**src/rtl/boot_lock_pkg.sv**
```systemverilog
package boot_lock_pkg;

   localparam int unsigned NUM_REGIONS = 2;

   typedef enum logic [0:0] {
      RGN_LOW  = 1'b0,
      RGN_HIGH = 1'b1
   } region_e;

   localparam logic [7:0] STAT_OPEN   = 8'hFE;
   localparam logic [7:0] STAT_LOCKED = 8'hFF;

   typedef struct packed {
      logic grant;
      logic deny;
   } verdict_t;

   function automatic verdict_t judge(input logic req, input logic blocked);
      verdict_t v;
      v.grant = req & ~blocked;
      v.deny  = req &  blocked;
      return v;
   endfunction

endpackage

```
**src/rtl/blg_region_decode.sv**
```systemverilog
module blg_region_decode
   import boot_lock_pkg::*;
#(
   parameter int unsigned ADDR_W       = 17,
   parameter int unsigned REGION_BYTES = 8192
) (
   input  logic [ADDR_W-1:0]      addr,
   output logic [NUM_REGIONS-1:0] hit
);
   localparam longint unsigned MEM_BYTES = 64'd1 << ADDR_W;
   localparam logic [ADDR_W-1:0] SPAN = ADDR_W'(REGION_BYTES);

   for (genvar i = 0; i < NUM_REGIONS; i++) begin : g_rgn
      localparam logic [ADDR_W-1:0] BASE =
         (i == int'(RGN_LOW)) ? '0 : ADDR_W'(MEM_BYTES - REGION_BYTES);
      logic [ADDR_W-1:0] offset;
      // offset wraps below BASE, so one compare bounds both ends
      assign offset = addr - BASE;
      assign hit[i] = (offset < SPAN);
   end

endmodule

```
**src/rtl/blg_lock_flags.sv**
```systemverilog
module blg_lock_flags
   import boot_lock_pkg::*;
(
   input  logic                   clk,
   input  logic                   por_n,
   input  logic [NUM_REGIONS-1:0] set_req,
   output logic [NUM_REGIONS-1:0] flags
);
   for (genvar i = 0; i < NUM_REGIONS; i++) begin : g_flag
      always_ff @(posedge clk or negedge por_n) begin
         if (!por_n)
            flags[i] <= 1'b0;
         else if (set_req[i])
            flags[i] <= 1'b1;
      end
   end

endmodule

```
**src/rtl/blg_id_status.sv**
```systemverilog
module blg_id_status
   import boot_lock_pkg::*;
#(
   parameter int unsigned ADDR_W      = 17,
   parameter logic [ADDR_W-1:0] LO_ID_ADDR = 17'h00002,
   parameter logic [ADDR_W-1:0] HI_ID_ADDR = 17'h1FFF2
) (
   input  logic                   id_mode,
   input  logic [ADDR_W-1:0]      rd_addr,
   input  logic [NUM_REGIONS-1:0] flags,
   output logic                   hit,
   output logic [7:0]             data
);
   logic [NUM_REGIONS-1:0] sel;

   for (genvar i = 0; i < NUM_REGIONS; i++) begin : g_sel
      localparam logic [ADDR_W-1:0] ID_ADDR =
         (i == int'(RGN_LOW)) ? LO_ID_ADDR : HI_ID_ADDR;
      assign sel[i] = id_mode & (rd_addr == ID_ADDR);
   end

   always_comb begin
      hit  = |sel;
      data = 8'h00;
      for (int i = 0; i < NUM_REGIONS; i++) begin
         if (sel[i])
            data = flags[i] ? STAT_LOCKED : STAT_OPEN;
      end
   end

endmodule

```
**src/rtl/boot_lock_guard.sv**
```systemverilog
module boot_lock_guard
   import boot_lock_pkg::*;
#(
   parameter int unsigned ADDR_W       = 17,
   parameter int unsigned REGION_BYTES = 8192,
   parameter int unsigned SECTOR_BYTES = 128,
   parameter logic [ADDR_W-1:0] LO_ID_ADDR = 17'h00002,
   parameter logic [ADDR_W-1:0] HI_ID_ADDR = 17'h1FFF2
) (
   input  logic              clk,
   input  logic              rst_n,
   input  logic              por_n,
   input  logic [1:0]        lock_req,
   input  logic              wr_req,
   input  logic [ADDR_W-1:0] wr_addr,
   input  logic              erase_req,
   input  logic              id_mode,
   input  logic [ADDR_W-1:0] rd_addr,
   output logic              wr_grant,
   output logic              wr_deny,
   output logic              erase_grant,
   output logic              erase_deny,
   output logic              id_hit,
   output logic [7:0]        id_data,
   output logic [1:0]        lock_state
);
   localparam longint unsigned MEM_BYTES = 64'd1 << ADDR_W;

   // elaboration-time parameter checks
   if (REGION_BYTES == 0 || (REGION_BYTES % SECTOR_BYTES) != 0) begin : g_bad_align
      $error("REGION_BYTES must be a nonzero multiple of SECTOR_BYTES");
   end
   if ((SECTOR_BYTES & (SECTOR_BYTES - 1)) != 0) begin : g_bad_sector
      $error("SECTOR_BYTES must be a power of two");
   end
   if (2 * longint'(REGION_BYTES) > MEM_BYTES) begin : g_bad_fit
      $error("both regions must fit in the address space");
   end
   if (longint'(LO_ID_ADDR) >= REGION_BYTES) begin : g_bad_lo_id
      $error("LO_ID_ADDR must lie in the lower region");
   end
   if (longint'(HI_ID_ADDR) < MEM_BYTES - REGION_BYTES) begin : g_bad_hi_id
      $error("HI_ID_ADDR must lie in the upper region");
   end

   logic [NUM_REGIONS-1:0] flags;
   logic [NUM_REGIONS-1:0] wr_hit;
   logic                   id_sel;
   logic [7:0]             id_byte;
   verdict_t               wr_v, er_v;

   blg_lock_flags u_flags (
      .clk     (clk),
      .por_n   (por_n),
      .set_req (lock_req),
      .flags   (flags)
   );

   blg_region_decode #(
      .ADDR_W       (ADDR_W),
      .REGION_BYTES (REGION_BYTES)
   ) u_decode (
      .addr (wr_addr),
      .hit  (wr_hit)
   );

   blg_id_status #(
      .ADDR_W     (ADDR_W),
      .LO_ID_ADDR (LO_ID_ADDR),
      .HI_ID_ADDR (HI_ID_ADDR)
   ) u_status (
      .id_mode (id_mode),
      .rd_addr (rd_addr),
      .flags   (flags),
      .hit     (id_sel),
      .data    (id_byte)
   );

   assign wr_v = judge(wr_req,    |(wr_hit & flags));
   assign er_v = judge(erase_req, |flags);

   always_ff @(posedge clk or negedge rst_n) begin
      if (!rst_n) begin
         wr_grant    <= 1'b0;
         wr_deny     <= 1'b0;
         erase_grant <= 1'b0;
         erase_deny  <= 1'b0;
         id_hit      <= 1'b0;
         id_data     <= 8'h00;
      end else begin
         wr_grant    <= wr_v.grant;
         wr_deny     <= wr_v.deny;
         erase_grant <= er_v.grant;
         erase_deny  <= er_v.deny;
         id_hit      <= id_sel;
         id_data     <= id_byte;
      end
   end

   assign lock_state = flags;

endmodule

```
**config.mk**
```make
export PLATFORM = sky130hd
export DESIGN_NAME = boot_lock_guard
export DESIGN_NICKNAME = d
export VERILOG_FILES = /design/src/rtl/boot_lock_pkg.sv /design/src/rtl/blg_region_decode.sv /design/src/rtl/blg_lock_flags.sv /design/src/rtl/blg_id_status.sv /design/src/rtl/boot_lock_guard.sv
export SDC_FILE = /design/constraint.sdc
export NUM_CORES = 1
export LEC_CHECK = 0
export BUFFER_PORTS_ARGS = -buffer_cell sky130_fd_sc_hd__buf_4
export CORE_MARGIN = 2
export CORE_UTILIZATION = 36
export CTS_CLUSTER_DIAMETER = 80
export CTS_CLUSTER_SIZE = 28
export DETAILED_ROUTE_END_ITERATION = 7
export PLACE_DENSITY = 0.78
export RECOVER_POWER = 25
export SETUP_SLACK_MARGIN = 0.5
export SLEW_MARGIN = 20
export SYNTH_ARGS = -nofsm -noshare
export SYNTH_HDL_FRONTEND = slang
export SYNTH_HIERARCHICAL = 1
export SYNTH_SLANG_ARGS = --single-unit
```
**constraint.sdc**
```tcl
create_clock -name clk -period 1.6 [get_ports clk]
set_clock_uncertainty 0.05 [all_clocks]
set_input_delay 0.32 -clock clk [delete_from_list [all_inputs] [get_ports clk]]
set_output_delay 0.32 -clock clk [all_outputs]
set_load 0.005 [all_outputs]
```
==> run_results.csv <==
group,metric,value,unit
yosys,avgSynthCellArea,12.8,um2
run_status,status,"complete, no violations",
yosys,yosys.area.top_type,"dfrtp_1",
finish,layout_commonest_cell,"buf_4",
die,dieHeight,45.7,um
yosys,seq_area_frac_synth,60.0,%
global_routing,grt_max_degree,14,
finish,area_growth,70.8,%
setup_path,cp_num_buf_inv,2,
clock_network,cts_tree,"built",
route,drc_errors,0,
route,routed_via_density,5.08,
finish,layout_common_cells,"buf_4, buf_6, dfrtp_1",
finish,utilization,64.0,%
setup_path,crit_required,1230,ps
finish,fin_cells,111,
clock_network,h-tree-depth,1,
route,initialDrtViolationCount,7,
sta,tns,0,ps
sta,slew_viol_final,0,
sta,fmax,790,MHz
setup_path,crit_top_cell,"buf_6",
clock_network,cts.sinks,15,
setup_path,cp-start-kind,"register",
die,dieArea,0.00209,mm2
global_routing,antenna_found_initial,0,
clock_network,numCtsBuffers,3,
power,static-leakage-power,0.500,nW
setup_path,crit_chain,"buf_6, buf_6",
die,placementRows,15,
global_routing,grt-ovfl-total,0,
setup_path,cp_max_fo,2,
route,dr.pass1.iters,4,
yosys,synth-edff-count,0,
die,die_w,45.7,um
sta,post-route-period-util,79.1,%
yosys,ys_async_sr_fraction,100,%
yosys,synth.top_cells.by_area,"dfrtp_1, buf_4, nor4_1",
finish,layout-drive-gt1-share,60.6,%
sta,worstMarginPinSlew,655,ps
finish,ff_latch_area,377,um2
sta,finalHoldViolations,0,
power,cellPowerDensity,648,mW/mm2
die,initial_core_util,37.5,%
clock_network,clockRootBuffer,"clkbuf_4",
place,port_buffers,43,
place,dpl.cell_count,103,
global_routing,grt_pass1_vias,565,
setup_path,critical_path.top_delay_family,"flip-flops",
yosys,netlist-cell-type-count,21,
global_routing,grt_first_pass_wirelength,2.45,mm
job,cap_viol_max_count,0,
power,irDropWorstVdd,0.395,mV
sta,min_period,1270,ps
setup_path,critPathSlowestCell,"dfrtp_1",
finish,fillers,131,
route,drtAntennaViolNets,0,
yosys,syn-instance-count,49,
route,num_vias,564,
clock_network,clockBufferDepth,2,
finish,nets,137,
sta,rsz0062_at_grt,"yes",
route,finalWirelength,1.45,mm
finish,n_antenna_cell,0,
setup_path,criticalPathCategory,"reg -> out",
sta,relSlewSlack,56.4,%
setup_path,slowest_delay,390,ps
place,place.gp.congestion,0.688,
setup_path,worstPathArrival,900,ps
yosys,synth_ff_type,"dfrtp_1",
clock_network,clk_pin_slew,90,ps
yosys,synth.top_cell.area_share,60.0,%
setup_path,end_kind,"output pin",
die,coreArea,0.00167,mm2
yosys,syn_nets,91,
yosys,ys_ff_latch,15,
global_routing,gr-usage-all-layers,16.7,%
clock_network,clk_latency,280,ps
sta,setup_viol,0,
route,wl_per_cell,13.1,um
yosys,yosysWarnings,6,
die,ios,57,
hold_path,hp-class,"in -> reg",
finish,multi_input_area,215,um2
yosys,synth_area,626,um2
## per-layer routing
| metal | wire length (um) | track usage [%] |
|---|---|---|
| met2 | 840 | 29.6 |
| met1 | 522 | 19.8 |
| met4 | 0 | 5.29 |
| met3 | 88 | 3.57 |
| met5 | 0 | 0 |
## Yosys cell counts, types with 2 or more instances
master	n
dfrtp_1	15
nand4_1	3
o21a_1	3
buf_4	7
or2_1	2
nor4_1	4
## logic make-up after synthesis
group,share of synthesized area (%)
and+or+nand+nor,26.0
DFF,60.0
buffers and inverters,8.40
AOI/OAI and AO/OA,5.60
## repair_timing
| action | CTS | global route |
|---|---|---|
| pin swaps | 3 | 2 |
| hold buffers | 2 | 0 |
| resized for setup | 20 | 1 |
| buffers inserted | 2 | 0 |
| hold endpoints to repair | 15 | 0 |
| endpoints found under the setup margin | 24 | 25 |
## final cells by class
class	instances	area share (%)
multi-input cells	27	20.1
repair buffers	48	40.2
flip-flops and latches	15	35.2
clock buffers	4	2.46
well taps	17	1.99
## where the power goes
group	total (mW)	switching [mW]	internal, mW
Sequential	0.384	0.00192	0.382
Clock	0.212	0.115	0.0966
Combinational	0.0957	0.0327	0.0631
Total	0.692	0.150	0.542
## state kept, by name, summed over array words and instances (netlist names)
register	cells
erase_deny	1
erase_grant	1
id_data	8
id_hit	1
u_flags/flags	2
wr_deny	1
wr_grant	1
## stage by stage
step                hold WS, ps  setup slack, ps  cell area [um2]  power (mW)
floorplan                 -25.6              125              637       0.408
global placement           53.0             80.2              936       0.477
detailed placement         54.2             34.3              936       0.481
CTS                         177              340             1070       0.694
global route                165              242             1070       0.734
finish                      173              334             1070       0.692
## worst register-to-register path: stages (launching register included)
cell,delay (ps)
dfrtp_1,360
or4b_1,460
nor4_2,180
o21a_1,150
## worst paths after layout
kind / slack, ps / endpoint / depth (start not counted) / from
max in group asynchronous: 550 / wr_grant / 2 / rst_n
setup reg to reg: 340 / id_data[0] / 3 / u_flags/flags[0]
min in group asynchronous: 300 / u_flags/flags[1] / 2 / por_n
hold / removal: 170 / u_flags/flags[0] / 2 / lock_req[0]
hold reg to reg: 550 / erase_grant / 2 / u_flags/flags[1]
setup / recovery: 330 / lock_state[0] / 2 / u_flags/flags[0]
Power figures use the tool's default switching activity.
